$ cat config.mk
export PLATFORM = sky130hd
export DESIGN_NAME = ukey_recognizer
export DESIGN_NICKNAME = d
export VERILOG_FILES = /design/src/rtl/ukey_pkg.sv /design/src/rtl/ukey_bit_sel.sv /design/src/rtl/ukey_tracker.sv /design/src/rtl/ukey_gate.sv /design/src/rtl/ukey_recognizer.sv
export SDC_FILE = /design/constraint.sdc
export NUM_CORES = 1
export LEC_CHECK = 0
export BUFFER_PORTS_ARGS = -buffer_cell sky130_fd_sc_hd__buf_2
export CORE_AREA = 3 3 40 42
export CTS_CLUSTER_DIAMETER = 60
export DETAILED_ROUTE_END_ITERATION = 10
export DIE_AREA = 0 0 43 45
export GPL_ROUTABILITY_DRIVEN = 1
export PLACE_DENSITY = 0.65
export SKIP_CTS_REPAIR_TIMING = 1
export SYNTH_ARGS = -nofsm -noshare
export SYNTH_HDL_FRONTEND = slang
export SYNTH_SLANG_ARGS = --single-unit
$ cat constraint.sdc
create_clock -name clk -period 1.84 [get_ports clk]
set_clock_uncertainty 0.1 [all_clocks]
set_input_delay 0.368 -clock clk [delete_from_list [all_inputs] [get_ports clk]]
set_output_delay 0.368 -clock clk [all_outputs]
set_load 0.01 [all_outputs]
$ cat src/rtl/ukey_pkg.sv
package ukey_pkg;
  localparam int unsigned UK_KEY_MAX = 64;
  // Transmission order: bit i of this vector is the i-th bit sent.
  localparam logic [UK_KEY_MAX-1:0] UK_KEY_DEF = 64'h5CA3_3AC5_5CA3_3AC5;

  function automatic logic key_bit_at(input logic [UK_KEY_MAX-1:0] key,
                                      input int unsigned idx);
    return (idx < UK_KEY_MAX) ? key[idx] : 1'b0;
  endfunction

  function automatic int unsigned ptr_step(input int unsigned p);
    return p + 1;
  endfunction
endpackage

$ cat src/rtl/ukey_bit_sel.sv
module ukey_bit_sel
  import ukey_pkg::*;
#(
  parameter int unsigned KEY_LEN = 64,
  parameter logic [UK_KEY_MAX-1:0] KEY = UK_KEY_DEF,
  parameter int unsigned PTR_W = $clog2(KEY_LEN)
) (
  input  logic [PTR_W-1:0] ptr,
  output logic             exp_bit,
  output logic             is_last
);
  localparam logic [PTR_W-1:0] LAST_IDX = PTR_W'(KEY_LEN - 1);

  generate
    if (KEY_LEN == (1 << PTR_W)) begin : g_full
      always_comb exp_bit = key_bit_at(KEY, int'(ptr));
    end else begin : g_guard
      always_comb exp_bit = (int'(ptr) < KEY_LEN) ? key_bit_at(KEY, int'(ptr)) : 1'b0;
    end
  endgenerate

  assign is_last = (ptr == LAST_IDX);
endmodule

$ cat src/rtl/ukey_tracker.sv
module ukey_tracker #(
  parameter int unsigned PTR_W = 6
) (
  input  logic             clk,
  input  logic             rst,
  input  logic             evt_read,
  input  logic             evt_hit,
  input  logic             evt_miss,
  input  logic             evt_last,
  output logic [PTR_W-1:0] ptr,
  output logic             fail
);
  import ukey_pkg::*;

  always_ff @(posedge clk) begin
    if (rst) begin
      ptr  <= '0;
      fail <= 1'b0;
    end else if (evt_read) begin
      ptr  <= '0;
      fail <= 1'b0;
    end else if (evt_last) begin
      ptr  <= '0;
      fail <= 1'b1;
    end else if (evt_hit) begin
      ptr  <= PTR_W'(ptr_step(int'(ptr)));
    end else if (evt_miss) begin
      fail <= 1'b1;
    end
  end
endmodule

$ cat src/rtl/ukey_gate.sv
module ukey_gate (
  input  logic clk,
  input  logic rst,
  input  logic evt_last,
  input  logic evt_release,
  input  logic cyc_stb,
  output logic unlocked,
  output logic mem_stb
);
  always_ff @(posedge clk) begin
    if (rst)              unlocked <= 1'b0;
    else if (evt_release) unlocked <= 1'b0;
    else if (evt_last)    unlocked <= 1'b1;
  end

  assign mem_stb = cyc_stb & ~unlocked;
endmodule

$ cat src/rtl/ukey_recognizer.sv
module ukey_recognizer
  import ukey_pkg::*;
#(
  parameter int unsigned KEY_LEN = 64,
  parameter logic [UK_KEY_MAX-1:0] KEY = UK_KEY_DEF
) (
  input  logic clk,
  input  logic rst,
  input  logic cyc_stb,
  input  logic cyc_wr,
  input  logic cyc_dq0,
  input  logic xfer_done,
  input  logic xfer_abort,
  output logic unlocked,
  output logic mem_stb
);
  localparam int unsigned PTR_W = (KEY_LEN > 1) ? $clog2(KEY_LEN) : 1;

  logic [PTR_W-1:0] ptr;
  logic             fail;
  logic             exp_bit;
  logic             is_last;

  // Named internal events, also watched by the checker.
  logic locked;
  logic evt_read;
  logic evt_wr_armed;
  logic evt_hit;
  logic evt_miss;
  logic evt_last;
  logic evt_release;

  assign locked       = ~unlocked;
  assign evt_read     = cyc_stb & ~cyc_wr & locked;
  assign evt_wr_armed = cyc_stb & cyc_wr & locked & ~fail;
  assign evt_hit      = evt_wr_armed & (cyc_dq0 == exp_bit);
  assign evt_miss     = evt_wr_armed & (cyc_dq0 != exp_bit);
  assign evt_last     = evt_hit & is_last;
  assign evt_release  = unlocked & (xfer_done | xfer_abort);

  ukey_bit_sel #(.KEY_LEN(KEY_LEN), .KEY(KEY), .PTR_W(PTR_W)) sel_i (
    .ptr(ptr), .exp_bit(exp_bit), .is_last(is_last)
  );

  ukey_tracker #(.PTR_W(PTR_W)) trk_i (
    .clk(clk), .rst(rst), .evt_read(evt_read), .evt_hit(evt_hit),
    .evt_miss(evt_miss), .evt_last(evt_last), .ptr(ptr), .fail(fail)
  );

  ukey_gate gate_i (
    .clk(clk), .rst(rst), .evt_last(evt_last), .evt_release(evt_release),
    .cyc_stb(cyc_stb), .unlocked(unlocked), .mem_stb(mem_stb)
  );
endmodule

## After elaboration in Yosys (flattened, before gate mapping)

Memories as Yosys holds them, arrays and structs flattened. A register that Yosys moved wholly into a read port is not among the register bits.
Index checks and enable logic that the tools add are counted.

- Order comparisons: 1
- Reductions and logical operators: 5
- $add $sub $neg: 1
- Eq/ne operators: 4
- Mux-type cells: 6
- Bitwise operators: 14

Operators by type and width:

| cell | count |
|---|---|
| 6-bit 2-to-1 mux | 2 |
| 1-bit AND | 10 |
| 6-bit by 7-bit less-than comparator with 1-bit output, second input constant | 1 |
| 6-bit by 1-bit adder with 6-bit output, second input constant | 1 |
| 6-bit == test, second input constant | 1 |
| 1-bit 2-to-1 mux | 4 |
| 2-bit OR reduction | 2 |
| 1-bit inverter | 3 |
| 3-bit OR reduction | 1 |
| 2-bit by 1-bit != test with 1-bit output, second input constant | 1 |
| 2-bit AND reduction | 1 |
| 2-bit nonzero test | 1 |
| 1-bit == test | 1 |
| 1-bit != test | 1 |
| 1-bit OR | 1 |

- Word-level logic and storage cells: 35
- Input bits: 7
- Flip-flop bits (word level): 8
- Output and inout bits: 2
- Memories kept: 1
- Memory bits (read-only): 64

Memory list:

| memory | depth | bits a word | read ports | clocked after Yosys merged registers in | wr ports | RTL line | RTL |
|---|---|---|---|---|---|---|---|
| (no name shown) | 64 | 1 | 1 | 1 | 0 | ukey_pkg.sv:8 | `return (idx < UK_KEY_MAX) ? key[idx] : 1'b0;` |

## Depth between registers and ports, before layout

- Word-level depth: 7
- Mapped depth: 7
- Gate-level depth less buffers: 7

## Cells and area by module

Synthesis repeated with hierarchy kept, for this count alone.

- Cells, all modules: 58
- Area, all modules: 500.5 um^2

Modules (own cells, without submodules):

| module | times used | cells each | sequential area each (um^2) | area each (um^2) |
|---|---|---|---|---|
| ukey_tracker | 1 | 31 | 140.1 | 296.5 |
| ukey_bit_sel | 1 | 15 | 0.0 | 93.8 |
| ukey_recognizer | 1 | 8 | 0.0 | 70.1 |
| ukey_gate | 1 | 4 | 20.0 | 40.0 |

## Worst setup path before layout

Ideal clock, no wire load.

- Kind: flip-flop to flip-flop
- Start point: register trk_i.ptr[1]
- End point: register exp_bit (netlist name)
- Period minus slack after synthesis: 1840 ps
- Path slack: 0 ps
- Library setup time: 130 ps
- Stages on the path, launching flop included: 8
- Data required time: 1610 ps
- Path buffers: 0
- Data arrival time: 1610 ps
- Path through: dfxtp_1 ha_1 and3_1 and3_1 a21o_1 a311oi_1 a211oi_1 xor2_1

RTL lines:

| element | RTL line | RTL |
|---|---|---|
| start: declaration | ukey_tracker.sv:10 | `output logic [PTR_W-1:0] ptr,` |
| start signal: assignment | ukey_tracker.sv:26 | `ptr <= PTR_W'(ptr_step(int'(ptr)));` |

==> flow_metrics.py <==
metrics = {
    "status": {
        "status": "complete, but fails checks",
        "violations": "setup timing",
    },
    "synth": {
        "syn_area_um2": 584,
        "synth_cell_type_count": 34,
        "synth_seq_cells": 9,
        "yosysSeqAreaShare_pct": 30.8,
        "synth_edf_count": 0,
        "dominantRegCellSynth": "dfxtp_1",
        "async_flop_share_pct": 0,
        "synth_nets": 74,
        "synth_area_per_cell_um2": 8.85,
        "synth_cells": 66,
        "synthesis.yosys.warnings": 0,
    },
    "routing": {
        "vias_per_cell": 5.25,
        "first_pass_iters": 4,
        "wirelength_mm": 1.54,
        "vias": 557,
        "detail_route.wl_per_cell_um": 14.6,
        "postRouteAntennaNets": 0,
        "remaining_drc_errors": 0,
        "drt_iter0_drc": 9,
    },
    "sta": {
        "slew_headroom_pct": 80.1,
        "max_freq_mhz": 542,
        "rsz0062_at_grt": "true",
        "hold_viol": 0,
        "min_period_ns": 1.85,
        "period_share_pct": 100,
        "tightest_slew_ns": 0.291,
        "setup_viol": 1,
        "final-max-slew-violation-count": 0,
        "setup_ws_ns": -0.00550,
    },
    "power": {
        "powerDensity_mw_per_mm2": 508,
        "p_leak_nw": 0.358,
        "p_comb_share_pct": 17.4,
        "p_seq_share_pct": 47.1,
        "ir_worst_vdd_v": 0.000544,
        "internal_power_w": 0.000316,
        "clockPowerShare_pct": 35.5,
        "p_sw_share_pct": 25.7,
        "p_switching_w": 0.000109,
        "total_power_w": 0.000426,
    },
    "setup_path": {
        "rrSetupSlack_ns": -0.005,
        "crit_arrival_ns": 1.89,
        "critical_path_cell_count": 6,
        "reg2reg_depth": 6,
        "critPathTopFamily": "simple AND/OR/NAND/NOR gates",
        "cp_slowest_stage_delay_ns": 0.33,
        "critPathCaptureType": "flip-flop",
        "cp_max_fo": 4,
        "worst_setup_path_start_kind": "flip-flop",
        "slowest_stage": "dfxtp_2",
        "path_class": "reg -> reg",
        "r2r-start": "gate_i.unlocked",
        "reg2reg_to": "exp_bit",
        "worst_ep_required_time_ns": 1.88,
        "path_cells": "and4bb_1, and2_4, mux2_4, a311oi_2, a211oi_2, xor2_1",
        "path_buf_inv": 0,
    },
    "floorplanning": {
        "core-area_mm2": 0.00128,
        "dieArea_mm2": 0.00194,
        "rows": 13,
        "initial_utilization_pct": 45.5,
        "pin_count": 9,
        "fp.dieW_um": 43,
        "die_height_um": 45,
    },
    "placed_design": {
        "place_ws_ns": -0.0440,
        "gp_congestion": 0.901,
        "io_buffers": 8,
        "dp_hpwl_mm": 1.05,
    },
    "cells_and_area": {
        "area_delta_synth_final_pct": 43.5,
        "diodes": 0,
        "num-fill-cells": 101,
        "num-nets-final": 100,
        "drive_gt1_share_pct": 50.5,
    },
    "worst_hold_path": {
        "hold_path_depth": 2,
        "min_from": "rst",
        "holdPathEnd": "gate_i.unlocked",
        "hp-class": "in -> reg",
    },
    "clock_tree": {
        "clk_latency_ns": 0.26,
        "cts-root-buf": "clkbuf_4",
        "path_clk_slew_ns": 0.06,
        "cts_tree": "done",
        "cts.sinks": 9,
        "htree_levels": 1,
        "numCtsBuffers": 3,
        "clk_path_buf_depth": 2,
    },
    "grt": {
        "grt_start_max_net_pins": 11,
        "grt_overflow": 0,
        "antenna_found_initial": 0,
        "grt_pass1_wl_mm": 2.22,
        "grt_pass1_vias": 500,
        "grt_usage_pct": 15.8,
    },
    "job": {
        "maxCapViolations": 0,
    },
}
logic make-up (layout without fill, tap and decap cells):
family / after synthesis / count (layout) / synth area share, %
xor+xnor: 6 / 6 / 10.3
mux: 2 / 2 / 3.64
buf+inv: 4 / 29 / 5.35
compound gates: 13 / 13 / 16.9
simple gates: 31 / 31 / 30.8
flops: 9 / 9 / 30.8
fa+ha+maj: 1 / 1 / 2.14
cell usage after synthesis, drive strengths merged, types with 2 or more instances:
cell    number  share of area, %
a21oi        4               5.4
and3         2               2.1
buf          3               4.7
dfxtp        9                31
nand2        6               5.1
nand3        4               3.4
nand3b       2               2.6
nand4b       2               3.0
nor2         8               5.1
nor3         2               1.7
o21ai        2               1.7
xnor2        3               5.8
xor2         3               4.5
metrics by stage:
step           hold slack (ns)  instances  instance area [µm²]  TNS (ns)  utilization, %
4_1_cts                  0.162        105                  768   -0.0808            59.8
2_1_floorplan            0.333         66                  584         0               -
5_1_grt                  0.156        106                  838   -0.0532            65.2
3_3_place_gp             0.367        101                  741         0            57.6
3_5_place_dp             0.377        101                  741   -0.0440            57.6
6_report                 0.167        106                  838  -0.00550            65.2
per-layer routing:
layer  up-vias  global-route usage [%]  share of wire [%]
li1        287                       -                  -
met5         -                       0                  0
met2        13                    22.2                 49
met1       255                    23.0                 47
met3         2                    5.98                3.8
met4         0                    3.61               0.45
power by group through the flow:
stage / logic, W / registers [W] / clock network [W]
final: 0.0000742 / 0.000200 / 0.000151
after floorplan: 0.0000368 / 0.000204 / 0
after global placement: 0.0000663 / 0.000205 / 0
after detailed placement: 0.0000667 / 0.000205 / 0
after global routing: 0.0000797 / 0.000200 / 0.000167
after CTS: 0.0000669 / 0.000200 / 0.000158
layout make-up:
type	instances	area (µm²)	area share (%)
Multi-Input combinational cell	53	434	51.8
Sequential cell	9	181	21.6
Timing Repair Buffer	24	173	20.6
Clock buffer	3	22.5	2.69
Tap cell	15	18.8	2.24
Clock inverter	1	5.00	0.597
Inverter	1	3.75	0.448
flip-flops by register name (all words and copies together), names as in the netlist:
name,flops
trk_i.fail,1
exp_bit,1
gate_i.unlocked,1
trk_i.ptr,6
worst reg2reg max path, delay by kind of cell (launching register included):
family,cells,cell delay [ns]
AO/OA/AOI/OAI,2,0.37
XOR/XNOR,1,0.15
flip-flops,1,0.33
multiplexers,1,0.31
AND/OR/NAND/NOR,2,0.47
worst max path at each step:
| stage | slack (ns) | startpoint | endpoint |
|---|---|---|---|
| floorplan | 0.0002 | trk_i.ptr[1] | exp_bit |
| global placement | 0.005 | trk_i.ptr[0] | exp_bit |
| detailed placement | -0.04 | cyc_stb | exp_bit |
| CTS | -0.08 | trk_i.ptr[0] | exp_bit |
| global route | -0.05 | trk_i.ptr[1] | exp_bit |
| finish | -0.005 | gate_i.unlocked | exp_bit |
cell usage in the layout, fill, tap and decap left out, types with 2 or more instances in the layout:
cell type | synthesis | final
buf_4 | 1 | 15
nor2_1 | 8 | 8
dfxtp_1 | 9 | 8
buf_2 | 1 | 8
nand2_1 | 5 | 5
nand3_1 | 4 | 3
xor2_1 | 3 | 3
a21oi_1 | 3 | 3
clkbuf_4 | 0 | 3
xnor2_2 | 1 | 2
nand3b_1 | 2 | 2
nand4b_1 | 2 | 2
nor3_1 | 2 | 2
Power figures use the tool's default switching activity.
